File: src/rtl/dimode_seq_pkg.sv
package dimode_seq_pkg;

    typedef enum logic [1:0] {
        MODE_NONE  = 2'd0,
        MODE_TRANS = 2'd1,
        MODE_FULL  = 2'd2
    } dmode_e;

    // Resolution of one issued half.
    typedef struct packed {
        logic trap;     // trap entry (execution or interrupt)
        logic irq;      // trap caused by the external request
        logic ends;     // half closes its pair
    } half_result_t;

    function automatic dmode_e mode_after_pair(dmode_e cur, logic dual);
        case (cur)
            MODE_NONE:  return dual ? MODE_TRANS : MODE_NONE;
            MODE_TRANS: return dual ? MODE_FULL  : MODE_NONE;
            MODE_FULL:  return dual ? MODE_FULL  : MODE_TRANS;
            default:    return MODE_NONE;
        endcase
    endfunction

    // The nop only counts once dual mode is already on.
    function automatic logic marks_dual(logic fp_op, logic fp_nop, dmode_e cur);
        return fp_op | (fp_nop & (cur != MODE_NONE));
    endfunction

endpackage

File: src/rtl/half_pick.sv
module half_pick #(
    parameter int INSN_W = 32
) (
    input  logic [2*INSN_W-1:0] pair_word,
    input  logic                sel_hi,
    output logic [INSN_W-1:0]   word
);
    logic [INSN_W-1:0] halves [2];

    for (genvar h = 0; h < 2; h++) begin : g_half
        assign halves[h] = pair_word[h*INSN_W +: INSN_W];
    end

    assign word = halves[sel_hi];
endmodule

File: src/rtl/pair_ctrl.sv
module pair_ctrl
    import dimode_seq_pkg::*;
#(
    parameter int              ADDR_W   = 32,
    parameter int              HALF_BIT = 2,
    parameter logic [ADDR_W-1:0] STEP   = 4,
    parameter logic [ADDR_W-1:0] TRAP_VEC = '1
) (
    input  logic              fire,
    input  logic [ADDR_W-1:0] pc,
    input  logic              in_pair,
    input  logic              pair_dual_q,
    input  dmode_e            mode,
    input  logic              dual_fp,
    input  logic              dual_nop,
    input  logic              ex_trap,
    input  logic              ex_redirect,
    input  logic [ADDR_W-1:0] ex_target,
    input  logic              ext_irq,
    output logic              pair_start,
    output logic              dual_now,
    output half_result_t      res,
    output logic [ADDR_W-1:0] next_pc
);
    logic is_hi;

    always_comb begin
        is_hi      = pc[HALF_BIT];
        pair_start = !in_pair;
        if (is_hi)
            dual_now = in_pair & pair_dual_q;
        else
            dual_now = marks_dual(dual_fp, dual_nop, mode);

        res.irq  = fire && is_hi && (mode == MODE_NONE) && !ex_trap && ext_irq;
        res.trap = fire && (ex_trap || res.irq);
        res.ends = fire && (is_hi || ex_trap || ex_redirect);

        if (!fire)
            next_pc = pc;
        else if (res.trap)
            next_pc = TRAP_VEC;
        else if (ex_redirect)
            next_pc = ex_target;
        else
            next_pc = pc + STEP;
    end
endmodule

File: src/rtl/mode_fsm.sv
module mode_fsm
    import dimode_seq_pkg::*;
(
    input  logic         clk,
    input  logic         rst,
    input  half_result_t res,
    input  logic         dual_now,
    output dmode_e       mode
);
    always_ff @(posedge clk) begin
        if (rst)
            mode <= MODE_NONE;
        else if (res.trap)
            mode <= MODE_NONE;
        else if (res.ends)
            mode <= mode_after_pair(mode, dual_now);
    end
endmodule

File: src/rtl/seq_regs.sv
module seq_regs #(
    parameter int                ADDR_W   = 32,
    parameter logic [ADDR_W-1:0] TRAP_VEC = '1
) (
    input  logic              clk,
    input  logic              rst,
    input  logic              fire,
    input  logic [ADDR_W-1:0] next_pc,
    input  logic              pair_end,
    input  logic              pair_start,
    input  logic              dual_now,
    input  logic              cc_set,
    output logic [ADDR_W-1:0] pc,
    output logic              in_pair,
    output logic              pair_dual,
    output logic              cc_valid
);
    always_ff @(posedge clk) begin
        if (rst) begin
            pc        <= TRAP_VEC;
            in_pair   <= 1'b0;
            pair_dual <= 1'b0;
            cc_valid  <= 1'b0;
        end else if (fire) begin
            pc        <= next_pc;
            in_pair   <= !pair_end;
            pair_dual <= dual_now;
            cc_valid  <= (cc_valid & !pair_start) | cc_set;
        end
    end
endmodule

File: src/rtl/dimode_pair_seq.sv
module dimode_pair_seq
    import dimode_seq_pkg::*;
#(
    parameter int                ADDR_W   = 32,
    parameter int                INSN_W   = 32,
    parameter logic [ADDR_W-1:0] TRAP_VEC = 32'hFFFF_FF00
) (
    input  logic                clk,
    input  logic                rst,
    input  logic                fetch_valid,
    input  logic [2*INSN_W-1:0] fetch_data,
    input  logic                dec_dual_fp,
    input  logic                dec_dual_nop,
    input  logic                ex_trap,
    input  logic                ex_redirect,
    input  logic [ADDR_W-1:0]   ex_target,
    input  logic                ex_cc_defer,
    input  logic                ext_irq,
    output logic [ADDR_W-1:0]   fetch_addr,
    output logic                issue_valid,
    output logic [INSN_W-1:0]   issue_word,
    output logic                issue_hi,
    output logic [ADDR_W-1:0]   next_pc,
    output logic [1:0]          mode_state,
    output logic                pair_end,
    output logic                trap_enter,
    output logic                irq_trap,
    output logic                cc_defer_valid
);
    localparam int                HALF_BIT = $clog2(INSN_W / 8);
    localparam logic [ADDR_W-1:0] STEP     = ADDR_W'(INSN_W / 8);

    logic         in_pair, pair_dual, pair_start, dual_now;
    dmode_e       mode;
    half_result_t res;

    half_pick #(.INSN_W(INSN_W)) u_pick (
        .pair_word (fetch_data),
        .sel_hi    (fetch_addr[HALF_BIT]),
        .word      (issue_word)
    );

    pair_ctrl #(
        .ADDR_W(ADDR_W), .HALF_BIT(HALF_BIT), .STEP(STEP), .TRAP_VEC(TRAP_VEC)
    ) u_ctrl (
        .fire        (fetch_valid),
        .pc          (fetch_addr),
        .in_pair     (in_pair),
        .pair_dual_q (pair_dual),
        .mode        (mode),
        .dual_fp     (dec_dual_fp),
        .dual_nop    (dec_dual_nop),
        .ex_trap     (ex_trap),
        .ex_redirect (ex_redirect),
        .ex_target   (ex_target),
        .ext_irq     (ext_irq),
        .pair_start  (pair_start),
        .dual_now    (dual_now),
        .res         (res),
        .next_pc     (next_pc)
    );

    mode_fsm u_mode (
        .clk      (clk),
        .rst      (rst),
        .res      (res),
        .dual_now (dual_now),
        .mode     (mode)
    );

    seq_regs #(.ADDR_W(ADDR_W), .TRAP_VEC(TRAP_VEC)) u_regs (
        .clk        (clk),
        .rst        (rst),
        .fire       (fetch_valid),
        .next_pc    (next_pc),
        .pair_end   (res.ends),
        .pair_start (pair_start),
        .dual_now   (dual_now),
        .cc_set     (ex_cc_defer),
        .pc         (fetch_addr),
        .in_pair    (in_pair),
        .pair_dual  (pair_dual),
        .cc_valid   (cc_defer_valid)
    );

    assign issue_valid = fetch_valid;
    assign issue_hi    = fetch_addr[HALF_BIT];
    assign mode_state  = mode;
    assign pair_end    = res.ends;
    assign trap_enter  = res.trap;
    assign irq_trap    = res.irq;
endmodule

File: config.mk
export PLATFORM = sky130hd
export DESIGN_NAME = dimode_pair_seq
export DESIGN_NICKNAME = d
export VERILOG_FILES = /design/src/rtl/dimode_seq_pkg.sv /design/src/rtl/half_pick.sv /design/src/rtl/pair_ctrl.sv /design/src/rtl/mode_fsm.sv /design/src/rtl/seq_regs.sv /design/src/rtl/dimode_pair_seq.sv
export SDC_FILE = /design/constraint.sdc
export NUM_CORES = 1
export LEC_CHECK = 0
export BUFFER_PORTS_ARGS = -buffer_cell sky130_fd_sc_hd__buf_2
export CAP_MARGIN = 20
export CORE_MARGIN = 2
export CORE_UTILIZATION = 46
export DETAILED_ROUTE_END_ITERATION = 10
export GPL_ROUTABILITY_DRIVEN = 0
export GPL_TIMING_DRIVEN = 1
export MAX_ROUTING_LAYER = met4
export PLACE_DENSITY = 0.85
export SETUP_SLACK_MARGIN = 0.15
export SLEW_MARGIN = 20
export SYNTH_ARGS = -nofsm -noshare
export SYNTH_HDL_FRONTEND = slang
export SYNTH_SLANG_ARGS = --single-unit
File: constraint.sdc
create_clock -name clk -period 6.4 [get_ports clk]
set_input_delay 0.96 -clock clk [delete_from_list [all_inputs] [get_ports clk]]
set_output_delay 0.96 -clock clk [all_outputs]
set_load 0.005 [all_outputs]
# Word level (Yosys, flattened, before mapping)
# Cells that the tools add are included.
dict set report op_classes {
  add_sub_neg 1
  n_mul 0
  div_mod_pow 0
  order_cmp 1
  eq_ne 2
  shifts 0
  mux 11
  bitwise_logic 6
  n_reduce_logical 14
}
# cell n
set ops {}
lappend ops {{32-bit 2-to-1 mux} 6}
lappend ops {{32-bit by 3-bit adder with 32-bit output, second input constant} 1}
lappend ops {{1-bit logical AND} 6}
lappend ops {{2-bit case mux with 3 select lines} 1}
lappend ops {{2-bit 2-to-1 mux} 2}
lappend ops {{1-bit bitwise AND} 3}
lappend ops {{1-bit logical OR} 3}
lappend ops {{2-bit by 1-bit equality test with 1-bit output, second input constant} 1}
lappend ops {{2-bit equality test, second input constant} 1}
lappend ops {{2-bit >= comparator, second input constant} 1}
lappend ops {{1-bit logical NOT} 2}
lappend ops {{2-bit logical NOT} 1}
lappend ops {{1-bit 2-to-1 mux} 2}
lappend ops {{1-bit NOT with 2-bit output} 1}
lappend ops {{1-bit bitwise OR} 2}
lappend ops {{2-bit nonzero test} 1}
lappend ops {{2-bit OR reduction} 1}
dict set report totals {
  reg_bits 37
  latch_bits 0
  ramBits 0
  romBits 0
  inputBits 105
  output_inout_bits 104
  word_cells 40
  n_memories 0
}

# Longest topological paths before layout
# Gate-level depths: netlist (run 1).
dict set report logic_depth {
  word_depth 8
  depth_mapped 7
}

# By module
# Synthesis (run 1) repeated with hierarchy kept, for this count alone.
dict set report unflattened {
  hier_cells 386
  hier_area_um2 3259.4
}
# mod instances cells_per_inst area_per_inst_um2
set modules_own_cells {}
lappend modules_own_cells {pair_ctrl 1 221 1302.5}
lappend modules_own_cells {seq_regs 1 116 1295.0}
lappend modules_own_cells {half_pick 1 36 544.3}
lappend modules_own_cells {mode_fsm 1 11 102.6}
lappend modules_own_cells {dimode_pair_seq 1 2 15.0}

# Worst setup path before layout (run 1)
# Ideal clock, no wire load.
dict set report synth_timing {
  kind {input -> output}
  start {input port ext_irq}
  end {output port next_pc[11]}
  arrival_time_ns 2.159
  path_slack_ns 3.281
  cell_stages 7
  path_buffers 2
  cell_sequence {nor4bb_1 buf_2 nor2_1 clkbuf_1 a31oi_1 nor2_1 a21oi_1}
}
dict set report synth_via {
  elab_chain_len 5
}
# item line_no
set synth_rtl {}
lappend synth_rtl {{start: declaration} dimode_pair_seq.sv:18} ;# input logic ext_irq,
lappend synth_rtl {{1-bit logical AND} pair_ctrl.sv:35} ;# res.irq = fire && is_hi && (mode == MODE_NONE) && !ex_trap && ext_irq;
lappend synth_rtl {{1-bit logical OR} pair_ctrl.sv:36} ;# res.trap = fire && (ex_trap || res.irq);
lappend synth_rtl {{1-bit logical AND} pair_ctrl.sv:36}
lappend synth_rtl {{32-bit 2-to-1 mux} pair_ctrl.sv:41} ;# else if (res.trap)
lappend synth_rtl {{32-bit 2-to-1 mux} pair_ctrl.sv:39} ;# if (!fire)
lappend synth_rtl {{end: declaration} dimode_pair_seq.sv:23} ;# output logic [ADDR_W-1:0] next_pc,
# No other way between the ends.

# Worst setup path in the final report (run 1)
dict set report layout_timing {
  start {register u_regs.pc[2]}
  end {output port next_pc[24]}
}
dict set report layout_via {
  elab_chain_len 8
}
# item line_no
set layout_rtl {}
lappend layout_rtl {{start: declaration} seq_regs.sv:13} ;# output logic [ADDR_W-1:0] pc,
lappend layout_rtl {{start signal: assignment} seq_regs.sv:25} ;# pc <= next_pc;
lappend layout_rtl {{parallel branches: the longest is 6 deep, another holds 32-bit by 3-bit adder with 32-bit output} --}
lappend layout_rtl {{32-bit 2-to-1 mux (*)} pair_ctrl.sv:41}
lappend layout_rtl {{32-bit 2-to-1 mux (*)} pair_ctrl.sv:39}
# Mark *: on every way between the ends.

==> run_results.csv, run 1 <==
group,metric,value,unit
detailed_routing,vias_per_cell,6.30,
timing,finClkSkew,4.54,ps
timing,timing.final.crit_share,69.7,%
synth,synth_cell_types,69,
timing,report.final.slew_viol_count,0,
detailed_routing,drc,0,
timing,fin_crit,4460,ps
grt,grt_util_met2,57.6,%
floorplanning,rows,30,
floorplanning,dieArea,7480,µm²
setup_path,cp_data_required_time,5440,ps
synth,synthTopCellsByArea,"dfxtp_1 24%, mux2_2 12%, nand2_1 5.0%",
grt,grt_pass1_wl,20000,µm
synth,synth_ff_type,"dfxtp_1",
grt,busiest_layer,"met2",
power_and_ir_drop,pwr_density_cell,145,nW/µm²
cells_and_area,utilization,63.3,%
cells_and_area,drive_above_1_share,46.2,%
synth,synth_enable_flop_cells,0,
worst_hold_path,hp-class,"flop to flop",
timing,final-hold-violation-count,0,
clocking,cts_root_buffer,"clkbuf_8",
power_and_ir_drop,leakage,1.89,nW
synth,syn_nets,514,
detailed_routing,drt_iter0_drc,543,
floorplanning,start_util,46.8,%
synth,ys_seq_area_share,23.7,%
run,max-cap-violations,0,
floorplanning,die_h,86.5,µm
detailed_routing,vias,4241,
synth,synth_top_cell_by_area,"dfxtp_1",
synth,synthArstFlopShare,0,%
synth,netlist_instances,408,
detailed_routing,dr.pass1.iters,8,
timing,hold_ws,476,ps
placed_design,dp_hpwl,10500,µm
power_and_ir_drop,ir_worst_vdd,0.0000837,V
clocking,post_cts_resized,0,
timing,tightest_slew,1100,ps
cells_and_area,nNetsFinal,700,
detailed_routing,antenna_left,0,
setup_path,critPathMaxFanout,44,
timing,finalSetupTns,0,ps
detailed_routing,post_drt_wl_per_cell,20.1,µm
grt,grt_usage,35.8,%
setup_path,critical_path_class,"flop to output pin",
timing,rsz0062_at_grt,"no",
setup_path,r2r_slack,3200,ps
clocking,path_clk_slew,70,ps
clocking,htreeDepth,2,
detailed_routing,wirelength,13500,µm
grt,grt_max_degree,45,
run_status,outcome,"finished, final reports clean",
grt,grt.overflow.total,0,
clocking,cts-buffers-inserted,5,
floorplanning,io_pins,209,
grt,use_met3,5.81,%
clocking,cts_tree,"built",
floorplanning,die_x,86.5,µm
cells_and_area,fillers,607,
timing,setup_viol,0,
setup_path,end_kind,"output pin",
grt,antenna_found_initial,0,
clocking,post_cts_buffers,0,
setup_path,startpoint_type,"flop",
placed_design,io_buffers,208,
clocking,cts.sink_count,37,
grt,first_global_vias,3807,
cells_and_area,area_growth,35.2,%
synth,syn_area,3130,µm²
timing,slew_headroom,26.2,%
setup_path,cp.arrival,3500,ps
synth,synth_seq_cells,37,
timing,timing.fmax,0.224,GHz
cells_and_area,diodes,0,
synth,synth_top_area_share,23.7,%
floorplanning,core,6680,µm²
clocking,hold_buffers,0,
grt,grtUsageMet1,45.3,%
clocking,clockBufferDepth,2,
clocking,insertion_delay,290,ps
synth,yosys_warnings,0,
synth,syn_avg_cell_area,7.67,µm²
## worst max-delay path, cell delays in order (launching register included)
cell and delay, ps:
dfxtp_2 910, ha_1 350, nand3_1 280, nor4_1 1000, a31oi_1 230, o22a_1 270, buf_2 130
## final timing paths
kind | to | startpoint | depth (start not counted)
hold / removal | u_regs.pc[0] | u_regs.pc[0] | 2
setup / recovery | next_pc[24] | u_regs.pc[2] | 6
setup reg to reg | u_regs.pc[30] | u_regs.pc[2] | 6
hold reg to reg | u_regs.pc[0] | u_regs.pc[0] | 2
## per-stage QoR
step / setup WS, ps / cell area [µm²] / instances / power (mW)
floorplan: 3280 / 3130 / 408 / 0.361
global placement: 2220 / 4150 / 667 / 0.451
detailed placement: 2180 / 4150 / 667 / 0.455
CTS: 2120 / 4230 / 673 / 0.607
global route: 1800 / 4230 / 673 / 0.635
finish: 1940 / 4230 / 673 / 0.612
## kinds of logic (layout without fill, tap and decap cells)
group / Yosys count / after routing / share of synthesized area (%)
adders and majority gates: 1 / 1 / 0.400
DFF: 37 / 37 / 23.7
and+or+nand+nor: 173 / 173 / 31.6
AOI/OAI and AO/OA: 120 / 120 / 26.2
xor gates and xnor gates: 2 / 2 / 0.560
muxes: 34 / 34 / 12.2
buffers and inverters: 41 / 226 / 5.40
## synth_stat cells (2+ instances only)
cell type / number
a211oi_1: 3
a21o_1: 3
a21oi_1: 31
a22o_1: 5
a22oi_1: 2
a2bb2oi_1: 8
a311oi_1: 3
a31oi_1: 8
a32oi_1: 3
and2_1: 6
and3_1: 4
and4_1: 3
buf_1: 5
buf_2: 4
buf_4: 2
clkbuf_1: 18
clkbuf_2: 2
dfxtp_1: 37
inv_1: 9
mux2_2: 32
mux2i_1: 2
nand2_1: 42
nand2b_1: 4
nand3_1: 20
nand4_1: 8
nand4_4: 2
nand4b_1: 4
nor2_1: 31
nor2b_1: 3
nor3_1: 10
nor3_2: 2
nor4_1: 8
nor4_2: 2
nor4_4: 2
nor4b_1: 2
o21ai_0: 15
o22a_1: 5
o22ai_1: 13
o2bb2ai_1: 2
o31ai_1: 3
o32ai_1: 2
or2_1: 2
or2_2: 9
or3_1: 2
## state kept, by name (all words and copies together) (netlist names)
name / flops
u_regs.pc: 32
u_mode.mode: 2
u_regs.cc_valid: 1
u_regs.in_pair: 1
u_regs.pair_dual: 1
## area by class of cell
type	count	area, µm²	share of cell area, %
sequential	37	742	17.5
clock inverter	1	5.00	0.118
inverter	10	37.5	0.888
tap	80	100	2.37
timing repair buffer	210	1060	25.0
multi-input combinational	330	2220	52.5
clock buffer	5	68.8	1.63
## report_power, final
| part | total, mW | switching, mW | leakage (nW) | internal (mW) |
|---|---|---|---|---|
| clock network | 0.158 | 0.0858 | 0.0399 | 0.0718 |
| logic | 0.201 | 0.107 | 1.55 | 0.0938 |
| registers | 0.254 | 0.0159 | 0.302 | 0.238 |
| total | 0.612 | 0.208 | 1.89 | 0.404 |
## per-layer routing
layer  part of all wire [%]  vias to the layer above
met5                      0                        -
met3                     11                       53
met1                     38                     1947
met4                    4.1                        0
li1                       -                     1928
met2                     47                      313
## cells in the final DEF (no fill, tap or decap), drive strengths merged, types with 6 or more instances in the layout
cell | synthesis | layout
o22ai | 13 | 13
a31oi | 8 | 8
nand3 | 20 | 20
inv | 9 | 9
nor4 | 12 | 12
nor3 | 12 | 12
dfxtp | 37 | 37
buf | 11 | 210
mux2 | 32 | 32
and2 | 6 | 6
a21oi | 31 | 31
nand4 | 10 | 10
nand2 | 42 | 42
o21ai | 15 | 15
nor2 | 31 | 31
a2bb2oi | 8 | 8
or2 | 11 | 11
Note: power is estimated with default switching activity, not from simulation.
==> run 2, diff against run 1 <==
--- a/config.mk
+++ b/config.mk
@@ -8,12 +8,12 @@
 export BUFFER_PORTS_ARGS = -buffer_cell sky130_fd_sc_hd__buf_2
 export CAP_MARGIN = 20
 export CORE_MARGIN = 2
-export CORE_UTILIZATION = 46
+export CORE_UTILIZATION = 43
 export DETAILED_ROUTE_END_ITERATION = 10
 export GPL_ROUTABILITY_DRIVEN = 0
 export GPL_TIMING_DRIVEN = 1
 export MAX_ROUTING_LAYER = met4
-export PLACE_DENSITY = 0.85
+export PLACE_DENSITY = 0.8
 export SETUP_SLACK_MARGIN = 0.15
 export SLEW_MARGIN = 20
 export SYNTH_ARGS = -nofsm -noshare
==> constraint.sdc (replaced) <==
create_clock -name clk -period 4.5 [get_ports clk]
set_input_delay 0.675 -clock clk [delete_from_list [all_inputs] [get_ports clk]]
set_output_delay 0.675 -clock clk [all_outputs]
set_load 0.005 [all_outputs]
==> run 2 against run 1 <==
Compared with the run above: first-iteration DRC count stayed put; clock-buffer cell count increased by 1; clock skew grew 3.0 ps; flip-flop and latch count unchanged; setup slack got worse by 750 ps; clock power is 100% higher; critical endpoint is now next_pc[21]; routed wire length is 6.1% lower; largest power group unchanged; combinational power up 42%.
==> run_results.csv, run 2 (synthesized netlist as in run 1, its figures left out) <==
group,metric,value,unit
run_status,outcome,"finished, final reports clean",
clocking,cts_root_buffer,"clkbuf_8",
grt,first_global_vias,3712,
placed_design,dp_hpwl,9870,µm
floorplanning,rows,31,
floorplanning,io_pins,209,
detailed_routing,post_drt_wl_per_cell,18.2,µm
cells_and_area,area_growth,38.4,%
timing,timing.fmax,0.302,GHz
power_and_ir_drop,ir_worst_vdd,0.000119,V
floorplanning,die_h,89.3,µm
timing,finClkSkew,7.50,ps
setup_path,startpoint_type,"flop",
cells_and_area,largest_register_ffs,32,
power_and_ir_drop,leakage,1.93,nW
run,max-cap-violations,0,
power_and_ir_drop,pwr_density_cell,221,nW/µm²
setup_path,cp.arrival,2640,ps
timing,rsz0062_at_grt,"no",
setup_path,cp_data_required_time,3830,ps
cells_and_area,final_common_cell,"buf_2",
detailed_routing,antenna_left,0,
cells_and_area,diodes,0,
grt,grt_max_degree,44,
timing,fin_crit,3310,ps
clocking,post_cts_resized,0,
placed_design,io_buffers,208,
timing,setup_viol,0,
timing,tightest_slew,791,ps
clocking,cts_tree,"built",
timing,finalSetupTns,0,ps
detailed_routing,drt_iter0_drc,543,
setup_path,critPathSlowestCell,"and4_1",
timing,final-hold-violation-count,0,
worst_hold_path,hp-class,"flop to flop",
clocking,cts-buffers-inserted,5,
floorplanning,dieArea,7970,µm²
grt,grt.overflow.total,0,
clocking,hold_buffers,0,
setup_path,crit_buf_inv,2,
timing,timing.final.crit_share,73.6,%
clocking,path_clk_slew,80,ps
detailed_routing,wirelength,12700,µm
floorplanning,die_x,89.3,µm
setup_path,critPathMaxFanout,43,
grt,grt_pass1_wl,18600,µm
detailed_routing,drc,0,
clocking,insertion_delay,310,ps
clocking,post_cts_buffers,0,
setup_path,end_kind,"output pin",
setup_path,critical_path_class,"flop to output pin",
floorplanning,core,7140,µm²
setup_path,crit_family,"simple AND/OR/NAND/NOR gates",
grt,grt_usage,31.4,%
cells_and_area,nNetsFinal,704,
cells_and_area,final_cell_mix,"208 x buf_2, 42 x nand2_1, 36 x dfxtp_1, 32 x mux2_2",
timing,slew_headroom,46.8,%
detailed_routing,dr.pass1.iters,5,
cells_and_area,top_register,"u_regs.pc",
clocking,htreeDepth,2,
power_and_ir_drop,p_total,957,µW
setup_path,crit_path_cell_trace,"buf_4, and4_1, nand4_1, nor2_1, nor2_1, a211oi_1, buf_2",
detailed_routing,vias_per_cell,6.03,
clocking,cts.sink_count,37,
setup_path,path_common_cell,"nor2_1",
timing,report.final.slew_viol_count,0,
floorplanning,start_util,43.8,%
cells_and_area,drive_above_1_share,46.7,%
grt,antenna_found_initial,0,
clocking,clockBufferDepth,2,
detailed_routing,vias,4209,
cells_and_area,reg_top3,"u_regs.pc x32, u_mode.mode x2",
setup_path,crit_path_max_incr_delay,530,ps
run 2: cell count changes in the layout (fill, tap and decap cells not counted):
| cell | previous run | this run |
|---|---|---|
| clkinv_2 | 1 | 0 |
| clkinvlp_4 | 0 | 1 |
| bufinv_16 | 0 | 1 |
| clkbuf_8 | 5 | 6 |
| buf_4 | 2 | 6 |
run 2: report_power, final:
group / total [mW] / switching, mW / internal [mW] / leakage [nW]
clock network: 0.317 / 0.136 / 0.180 / 0.0574
logic: 0.285 / 0.150 / 0.135 / 1.57
registers: 0.355 / 0.0170 / 0.338 / 0.302
run 2: final timing paths:
check,startpoint,endpoint,slack (ps),depth (start not counted)
max,u_regs.pc[2],next_pc[21],1190,7
min,u_regs.pc[1],u_regs.pc[1],480,2
max reg2reg,u_regs.pc[2],u_regs.pc[29],2080,6
min reg2reg,u_regs.pc[1],u_regs.pc[1],480,2
run 2: final cells by class:
cell class | instances | area (µm²)
Fill cell | 695 | 2810
Multi-Input combinational cell | 330 | 2220
Timing Repair Buffer | 214 | 1090
Sequential cell | 37 | 742
Tap cell | 99 | 124
Clock buffer | 6 | 82.6
Clock inverter | 2 | 37.5
Inverter | 10 | 37.5
run 2: worst min-delay path, stage by stage, from the launching register on:
cell     delay [ps]
dfxtp_1         330
nand2_1          60
a21oi_1          60
run 2: routing by layer:
layer | wire [µm] | track usage (%) | vias to the layer above | share of wire [%]
met2 | 6320 | 53.5 | 314 | 50
li1 | - | - | 1940 | -
met4 | 480 | 11.8 | 0 | 3.8
met1 | 4670 | 36.9 | 1900 | 37
met3 | 1250 | 5.26 | 55 | 9.8
met5 | 0 | - | - | 0
run 2: per-stage QoR:
step	hold slack [ps]	cells	area, µm²	setup WS [ps]	util (%)
finish	482	698	4330	1190	60.6
global route	509	698	4330	988	60.6
CTS	484	698	4330	1220	60.6
detailed placement	472	690	4210	1460	59.0
global placement	461	690	4210	1490	59.0
floorplan	455	408	3130	1950	-
